[src/rtl/fcrypt_pkg.sv]
package fcrypt_pkg;

    localparam int DATA_W   = 32;
    localparam int BUS_AW   = 7;
    localparam int PADDR_W  = 30;
    localparam int VER_W    = 30;
    localparam logic [VER_W-1:0] VER_RST = 30'd538969635;

    // word offsets (byte offset >> 2) of the control registers
    localparam logic [BUS_AW-3:0] WOFS_LINE  = 5'h10;
    localparam logic [BUS_AW-3:0] WOFS_DEST  = 5'h11;
    localparam logic [BUS_AW-3:0] WOFS_PADDR = 5'h12;
    localparam logic [BUS_AW-3:0] WOFS_START = 5'h13;
    localparam logic [BUS_AW-3:0] WOFS_REL   = 5'h14;
    localparam logic [BUS_AW-3:0] WOFS_KILL  = 5'h15;
    localparam logic [BUS_AW-3:0] WOFS_STATE = 5'h16;
    localparam logic [BUS_AW-3:0] WOFS_VER   = 5'h17;

    typedef enum logic [1:0] {
        ST_IDLE   = 2'd0,
        ST_WORK   = 2'd1,
        ST_HIDDEN = 2'd2,
        ST_EXPOSE = 2'd3
    } life_st_t;

    typedef enum logic [3:0] {
        SEL_NONE, SEL_PLAIN, SEL_LINE, SEL_DEST, SEL_PADDR,
        SEL_START, SEL_REL, SEL_KILL, SEL_STATE, SEL_VER
    } reg_sel_t;

    typedef struct packed {
        logic start;
        logic rel;
        logic kill;
    } life_cmd_t;

    typedef struct packed {
        logic                line32;
        logic                dest;
        logic [PADDR_W-1:0]  paddr;
        logic [VER_W-1:0]    ver;
    } cfg_t;

    function automatic logic addr_aligned(input logic [PADDR_W-1:0] a, input logic line32);
        if (line32)
            return (a[4:0] == 5'd0);
        return (a[3:0] == 4'd0);
    endfunction

endpackage

[src/rtl/fcrypt_regdec.sv]
module fcrypt_regdec
    import fcrypt_pkg::*;
#(
    parameter int BUF_BYTES = 64
) (
    input  logic [BUS_AW-1:0] addr,
    output reg_sel_t          sel
);
    localparam int BUF_AW = $clog2(BUF_BYTES);

    logic [BUS_AW-3:0] word;
    assign word = addr[BUS_AW-1:2];

    always_comb begin
        sel = SEL_NONE;
        if (addr[BUS_AW-1:BUF_AW] == '0) begin
            sel = SEL_PLAIN;
        end else begin
            case (word)
                WOFS_LINE:  sel = SEL_LINE;
                WOFS_DEST:  sel = SEL_DEST;
                WOFS_PADDR: sel = SEL_PADDR;
                WOFS_START: sel = SEL_START;
                WOFS_REL:   sel = SEL_REL;
                WOFS_KILL:  sel = SEL_KILL;
                WOFS_STATE: sel = SEL_STATE;
                WOFS_VER:   sel = SEL_VER;
                default:    sel = SEL_NONE;
            endcase
        end
    end
endmodule

[src/rtl/fcrypt_plainbuf.sv]
module fcrypt_plainbuf
    import fcrypt_pkg::*;
#(
    parameter int BUF_BYTES = 64
) (
    input  logic                      clk,
    input  logic                      rst,
    input  logic                      wr_en,
    input  logic [$clog2(BUF_BYTES/4)-1:0] wr_idx,
    input  logic [DATA_W-1:0]         wr_data,
    input  logic                      wipe,
    input  logic [$clog2(BUF_BYTES/4)-1:0] rd_idx,
    output logic [DATA_W-1:0]         rd_data,
    output logic [BUF_BYTES*8-1:0]    flat
);
    localparam int WORDS = BUF_BYTES / 4;

    logic [DATA_W-1:0] mem [WORDS];

    for (genvar k = 0; k < WORDS; k++) begin : g_word
        always_ff @(posedge clk) begin
            if (rst || wipe)
                mem[k] <= '0;
            else if (wr_en && wr_idx == k[$clog2(WORDS)-1:0])
                mem[k] <= wr_data;
        end
        assign flat[k*DATA_W +: DATA_W] = mem[k];
    end

    assign rd_data = mem[rd_idx];
endmodule

[src/rtl/fcrypt_cfgregs.sv]
module fcrypt_cfgregs
    import fcrypt_pkg::*;
(
    input  logic              clk,
    input  logic              rst,
    input  logic              wr,
    input  reg_sel_t          sel,
    input  logic [DATA_W-1:0] wdata,
    output cfg_t              cfg
);
    always_ff @(posedge clk) begin
        if (rst) begin
            cfg.line32 <= 1'b0;
            cfg.dest   <= 1'b0;
            cfg.paddr  <= '0;
            cfg.ver    <= VER_RST;
        end else if (wr) begin
            case (sel)
                SEL_LINE:  cfg.line32 <= wdata[0];
                SEL_DEST:  cfg.dest   <= wdata[0];
                SEL_PADDR: cfg.paddr  <= wdata[PADDR_W-1:0];
                SEL_VER:   cfg.ver    <= wdata[VER_W-1:0];
                default: ;
            endcase
        end
    end
endmodule

[src/rtl/fcrypt_lifecycle.sv]
module fcrypt_lifecycle
    import fcrypt_pkg::*;
(
    input  logic      clk,
    input  logic      rst,
    input  life_cmd_t cmd,
    input  logic      aligned,
    input  logic      done,
    output life_st_t  st,
    output logic      start_pulse,
    output logic      err,
    output logic      wipe
);
    life_st_t st_n;
    logic     go;

    assign go   = cmd.start && (st == ST_IDLE) && aligned;
    assign wipe = cmd.kill && (st == ST_HIDDEN || st == ST_EXPOSE);

    always_comb begin
        st_n = st;
        case (st)
            ST_IDLE:   if (go) st_n = ST_WORK;
            ST_WORK:   if (done) st_n = ST_HIDDEN;
            ST_HIDDEN: begin
                if (cmd.kill)     st_n = ST_IDLE;
                else if (cmd.rel) st_n = ST_EXPOSE;
            end
            ST_EXPOSE: if (cmd.kill) st_n = ST_IDLE;
            default:   st_n = ST_IDLE;
        endcase
    end

    always_ff @(posedge clk) begin
        if (rst) begin
            st          <= ST_IDLE;
            start_pulse <= 1'b0;
            err         <= 1'b0;
        end else begin
            st          <= st_n;
            start_pulse <= go;
            if (go)
                err <= 1'b0;
            else if (cmd.start && st == ST_IDLE)
                err <= 1'b1;
        end
    end
endmodule

[src/rtl/fcrypt_ctrl.sv]
module fcrypt_ctrl
    import fcrypt_pkg::*;
#(
    parameter int BUF_BYTES = 64
) (
    input  logic                   clk,
    input  logic                   rst,
    input  logic                   bus_wr,
    input  logic [BUS_AW-1:0]      bus_addr,
    input  logic [DATA_W-1:0]      bus_wdata,
    output logic [DATA_W-1:0]      bus_rdata,
    output logic                   eng_start,
    output logic                   eng_line32,
    output logic                   eng_dest,
    output logic [PADDR_W-1:0]     eng_addr,
    output logic [BUF_BYTES*8-1:0] eng_plain,
    input  logic                   eng_done,
    output logic                   res_valid,
    output logic                   spi_expose,
    output logic                   err_misalign
);
    localparam int IDX_W = $clog2(BUF_BYTES / 4);

    reg_sel_t          sel;
    cfg_t              cfg;
    life_cmd_t         cmd;
    life_st_t          st_q;
    logic              wipe;
    logic [DATA_W-1:0] buf_rd;
    logic [IDX_W-1:0]  idx;

    assign idx = bus_addr[IDX_W+1:2];

    fcrypt_regdec #(.BUF_BYTES(BUF_BYTES)) u_dec (
        .addr (bus_addr),
        .sel  (sel)
    );

    fcrypt_cfgregs u_cfg (
        .clk   (clk),
        .rst   (rst),
        .wr    (bus_wr),
        .sel   (sel),
        .wdata (bus_wdata),
        .cfg   (cfg)
    );

    fcrypt_plainbuf #(.BUF_BYTES(BUF_BYTES)) u_buf (
        .clk     (clk),
        .rst     (rst),
        .wr_en   (bus_wr && sel == SEL_PLAIN),
        .wr_idx  (idx),
        .wr_data (bus_wdata),
        .wipe    (wipe),
        .rd_idx  (idx),
        .rd_data (buf_rd),
        .flat    (eng_plain)
    );

    always_comb begin
        cmd.start = bus_wr && sel == SEL_START && bus_wdata[0];
        cmd.rel   = bus_wr && sel == SEL_REL   && bus_wdata[0];
        cmd.kill  = bus_wr && sel == SEL_KILL  && bus_wdata[0];
    end

    fcrypt_lifecycle u_life (
        .clk         (clk),
        .rst         (rst),
        .cmd         (cmd),
        .aligned     (addr_aligned(cfg.paddr, cfg.line32)),
        .done        (eng_done),
        .st          (st_q),
        .start_pulse (eng_start),
        .err         (err_misalign),
        .wipe        (wipe)
    );

    always_comb begin
        case (sel)
            SEL_PLAIN: bus_rdata = buf_rd;
            SEL_LINE:  bus_rdata = {{(DATA_W-1){1'b0}}, cfg.line32};
            SEL_DEST:  bus_rdata = {{(DATA_W-1){1'b0}}, cfg.dest};
            SEL_PADDR: bus_rdata = {{(DATA_W-PADDR_W){1'b0}}, cfg.paddr};
            SEL_STATE: bus_rdata = {{(DATA_W-2){1'b0}}, st_q};
            SEL_VER:   bus_rdata = {{(DATA_W-VER_W){1'b0}}, cfg.ver};
            default:   bus_rdata = '0;
        endcase
    end

    assign eng_line32 = cfg.line32;
    assign eng_dest   = cfg.dest;
    assign eng_addr   = cfg.paddr;
    assign res_valid  = (st_q == ST_HIDDEN) || (st_q == ST_EXPOSE);
    assign spi_expose = (st_q == ST_EXPOSE);
endmodule

[config.mk]
export PLATFORM = sky130hd
export DESIGN_NAME = fcrypt_ctrl
export DESIGN_NICKNAME = d
export VERILOG_FILES = /design/src/rtl/fcrypt_pkg.sv /design/src/rtl/fcrypt_regdec.sv /design/src/rtl/fcrypt_plainbuf.sv /design/src/rtl/fcrypt_cfgregs.sv /design/src/rtl/fcrypt_lifecycle.sv /design/src/rtl/fcrypt_ctrl.sv
export SDC_FILE = /design/constraint.sdc
export NUM_CORES = 1
export LEC_CHECK = 0
export ABC_CLOCK_PERIOD_IN_PS = 6500
export BUFFER_PORTS_ARGS = -buffer_cell sky130_fd_sc_hd__buf_2
export CORE_AREA = 2 2 241 243
export CTS_BUF_LIST = sky130_fd_sc_hd__clkbuf_16
export DETAILED_ROUTE_END_ITERATION = 8
export DIE_AREA = 0 0 243 245
export MAX_ROUTING_LAYER = met4
export PLACE_DENSITY_LB_ADDON = 0.12
export REMOVE_ABC_BUFFERS = 1
export SYNTH_ARGS = -nofsm -noshare
export SYNTH_HDL_FRONTEND = slang
export SYNTH_HIERARCHICAL = 1
export SYNTH_SLANG_ARGS = --single-unit
[constraint.sdc]
create_clock -name clk -period 6.5 [get_ports clk]
set_input_delay 0.325 -clock clk [delete_from_list [all_inputs] [get_ports clk]]
set_output_delay 0.325 -clock clk [all_outputs]
set_load 0.02 [all_outputs]
==> results.md <==
| Result | Reported | Unit |
|:---|:---|:---|
| Crit-path max cell delay | 0.86 | ns |
| Setup repair after global routing missed its margin | no | - |
| Die Footprint | 59,540 | um^2 |
| Setup-failing EPs final | 0 | - |
| Critical path required time | 6.73 | ns |
| Number of violations of the max-capacitance limit | 0 | - |
| Tmin final | 4.111 | ns |
| TritonRoute pass-1 iters | 6 | - |
| Total Negative Setup Slacks | 0 | ns |
| Fill cell count | 4,975 | - |
| Starting density of the core | 0.4480 | - |
| Site row count | 88 | - |
| Via density | 6.023 | - |
| EDFF count, synth | 512 | - |
| Global-route usage over all layers | 0.3540 | - |
| Summed instance area of the synthesized netlist | 25,550 | um^2 |
| Total number of vias | 19.82k | - |
| Nature of the critical path startpoint | input pin | - |
| Resized cells post-CTS | 0 | - |
| Critical path's top delay family | compound AO/OA/AOI/OAI gates | - |
| Overall die height | 245 | um |
| Clock buffer depth | 3 | - |
| Overall power consumption | 8.966 | mW |
| Synth-to-layout area growth | 22.92 | % |
| Fmax | 0.2433 | GHz |
| Share of flip-flops with an asynchronous set or reset | 0 | - |
| Worst path arrival time | 4.35 | ns |
| Sum of routed wire length over all layers | 104.7 | mm |
| Core box area | 57,030 | um^2 |
| Total number of nets in the final design | 2,517 | - |
| Cell with the biggest individual delay on the critical path | sky130_fd_sc_hd__o21ai_4 | - |
| Final GP Congestion | 0.9144 | - |
| Buf+Inv Stages, Crit Path | 3 | - |
| Post-synthesis cell type count | 51 | - |
| Avg WL per Cell | 31.83 | um |
| Pwr per Cell Area | 285.5 | nW/um^2 |
| I/O Buffers | 620 | - |
| CTS clock-pin slew for the worst setup and hold paths | 0.07 | ns |
| Clk Latency, worst-skew pair | 0.63 | ns |
| Number of ports placed on the die boundary | 623 | - |
| Capturing element type of the critical path | flop | - |
| Min Hold Slack | 0.03437 | ns |
| Endpoint of the worst hold path | u_cfg/cfg[6] | - |
| R2R Path End | u_buf/mem[1][14] | - |
| Final worst-path setup slack | 2.389 | ns |
| Initial antenna violation count | 4 | - |
| Flip-flop and latch count after synthesis | 578 | - |
| Count of non-filler cells in the finished layout | 3,290 | - |
| Synthesis Warnings | 6 | - |
| Result of the run | complete, no violations | - |
| Worst slack after detailed placement | 1.781 | ns |
| Buffer count from post-CTS setup fixing | 0 | - |
| Part of the Yosys area used for sequential elements | 0.6534 | - |
| Most used flip-flop cell after synthesis | sky130_fd_sc_hd__edfxtp_1 | - |
| Start of the worst register-to-register path | u_life/st[1] | - |
| Cells on worst reg2reg path | 6 | - |
| Detailed router's first-iteration violation count | 2,526 | - |
| Clock buffer count from CTS | 59 | - |
| Detail Placement HPWL | 66.86 | mm |
| Vias in the first global route | 19.22k | - |
| Cells on Worst Hold Path | 3 | - |
| Maximum number of pins on one net before global-route repair | 101 | - |
| CTS Root Buffer Type | sky130_fd_sc_hd__clkbuf_16 | - |
| Path class of the lowest-slack min-delay path | in2reg | - |
| Synth Area per Inst | 13.46 | um^2 |
| Class of the most critical setup path | in2reg | - |
| Largest vdd supply drop | 0.2032 | mV |
| Slew HR | 0.2494 | - |
| Sum of overflow across all layers after global routing | 0 | - |
| Final Slew Violations | 0 | - |
| Clock sink count | 578 | - |
| Die boundary width | 243 | um |
| Layout cell share with drive strength beyond 1 | 0.3616 | - |
| Cell count after placement | 3,177 | - |
| Residual antenna-violating net count after detailed routing | 0 | - |
| Number of levels in the clock H-tree | 2 | - |
| Hold buffers post-CTS | 0 | - |
| Startpoint of the most critical hold path | bus_wdata[6] | - |
| Worst-path fanout max | 51 | - |
| CTS tree | yes | - |
| Final Skew | 0.03712 | ns |
| Final Hold Vio Count | 0 | - |
| Post-Syn Instances | 1,898 | - |
| Global-route wire length before repair | 143.8 | mm |
| Cell depth of the worst setup path | 8 | - |
| Worst Max-Slew Pin Slew | 1.126 | ns |
| Leakage power total | 11.80 | nW |
| Chain of cells forming the critical path | buf_8 > inv_1 > o21ai_1 > nor4b_4 > and2_1 > nand2_1 > o21ai_4 > buf_4 | - |
| Remaining DRCs | 0 | - |
| Final worst-path cycle share | 0.6324 | - |
| Reg2reg setup slack | 3.52 | ns |
==> flip-flops by register name, summed over array words and instances, names as in the netlist <==
register,flops
u_life/err,1
u_cfg/cfg,62
u_buf/mem,512
u_life/start_pulse,1
u_life/st,2
==> cells in the mapped netlist, types with 7 or more instances <==
cell type | instances | area [um^2]
sky130_fd_sc_hd__o21ai_0 | 17 | 85.08
sky130_fd_sc_hd__nand2b_1 | 88 | 550.5
sky130_fd_sc_hd__edfxtp_1 | 512 | 15370
sky130_fd_sc_hd__mux2i_1 | 63 | 630.6
sky130_fd_sc_hd__mux4_2 | 128 | 2883
sky130_fd_sc_hd__inv_1 | 30 | 112.6
sky130_fd_sc_hd__a22oi_1 | 65 | 488.0
sky130_fd_sc_hd__nand2_1 | 166 | 623.1
sky130_fd_sc_hd__dfxtp_1 | 66 | 1321
sky130_fd_sc_hd__a222oi_1 | 28 | 280.3
sky130_fd_sc_hd__buf_2 | 17 | 85.08
sky130_fd_sc_hd__buf_1 | 17 | 63.81
sky130_fd_sc_hd__and2_1 | 8 | 50.05
sky130_fd_sc_hd__clkbuf_1 | 90 | 337.8
sky130_fd_sc_hd__buf_6 | 7 | 78.83
sky130_fd_sc_hd__buf_4 | 12 | 90.09
sky130_fd_sc_hd__nor2_1 | 531 | 1993
==> cell type report <==
class	instances	area [um^2]	share of cell area
timing repair buffer	661	3455	0.1100
tap	765	957.2	0.03048
clock buffer	59	1476	0.04701
inverter	30	112.6	0.003585
sequential	578	16700	0.5316
clock inverter	51	411.6	0.01311
multi-input combinational	1143	8292	0.2640
antenna	3	7.507	0.0002390
==> power by group <==
part / leakage (nW) / switching, mW / internal, mW / total (mW)
Clock: 0.969 / 1.46 / 1.92 / 3.38
Combinational: 5.42 / 0.845 / 0.375 / 1.22
Sequential: 5.41 / 0.134 / 4.23 / 4.37
==> cells by family after synthesis <==
family | Yosys count | share of synthesized area
buffers and inverters | 177 | 0.03261
muxes | 193 | 0.1385
adders and majority gates | 1 | 0.0004896
AOI/OAI and AO/OA | 119 | 0.03604
DFF | 578 | 0.6534
and+or+nand+nor | 830 | 0.1389
==> metrics by stage <==
stage               instance area, um^2  utilization
finish                            31410       0.5507
global route                      31410       0.5507
CTS                               31400       0.5505
detailed placement                29510       0.5174
global placement                  29510       0.5174
floorplan                         24830            -
==> how the worst max path moves through the flow <==
stage | slack (ns) | start | to
4_1_cts | 2.45 | bus_addr[2] | u_buf/mem[13][18]
5_1_grt | 2.16 | bus_addr[2] | u_buf/mem[13][3]
2_1_floorplan | 0.57 | bus_addr[2] | u_buf/mem[6][0]
6_report | 2.39 | bus_addr[2] | u_buf/mem[11][5]
3_5_place_dp | 1.78 | bus_addr[2] | u_buf/mem[13][5]
3_3_place_gp | 1.85 | bus_addr[2] | u_buf/mem[13][3]
==> cells in the final DEF (no fill, tap or decap), drive strengths merged, types with 5 or more instances in the layout <==
cell type  instances
a222oi            28
o21ai             17
mux2i             63
inv               43
nand2            167
nand2b            88
and2               9
nor2b              6
nor2             531
buf              661
mux4             128
dfxtp             66
bufinv             7
nand3b             5
a22oi             65
edfxtp           512
clkinv            28
clkbuf            59
==> layer usage <==
layer	track usage	up-vias	part of all wire	wire length, um
met1	0.4580	9990	0.37	38680
li1	-	8074	-	-
met3	0.08703	253	0.12	12570
met4	0.1240	0	0.038	3978
met2	0.5487	1498	0.47	49490
met5	-	-	0	0
==> worst min-delay path: cells and delay by family <==
kind,cells,cell delay [ns]
buffers and inverters,1,0.13
muxes,1,0.07
and+or+nand+nor,1,0.09
No activity file was read; power rests on OpenSTA's default activity.
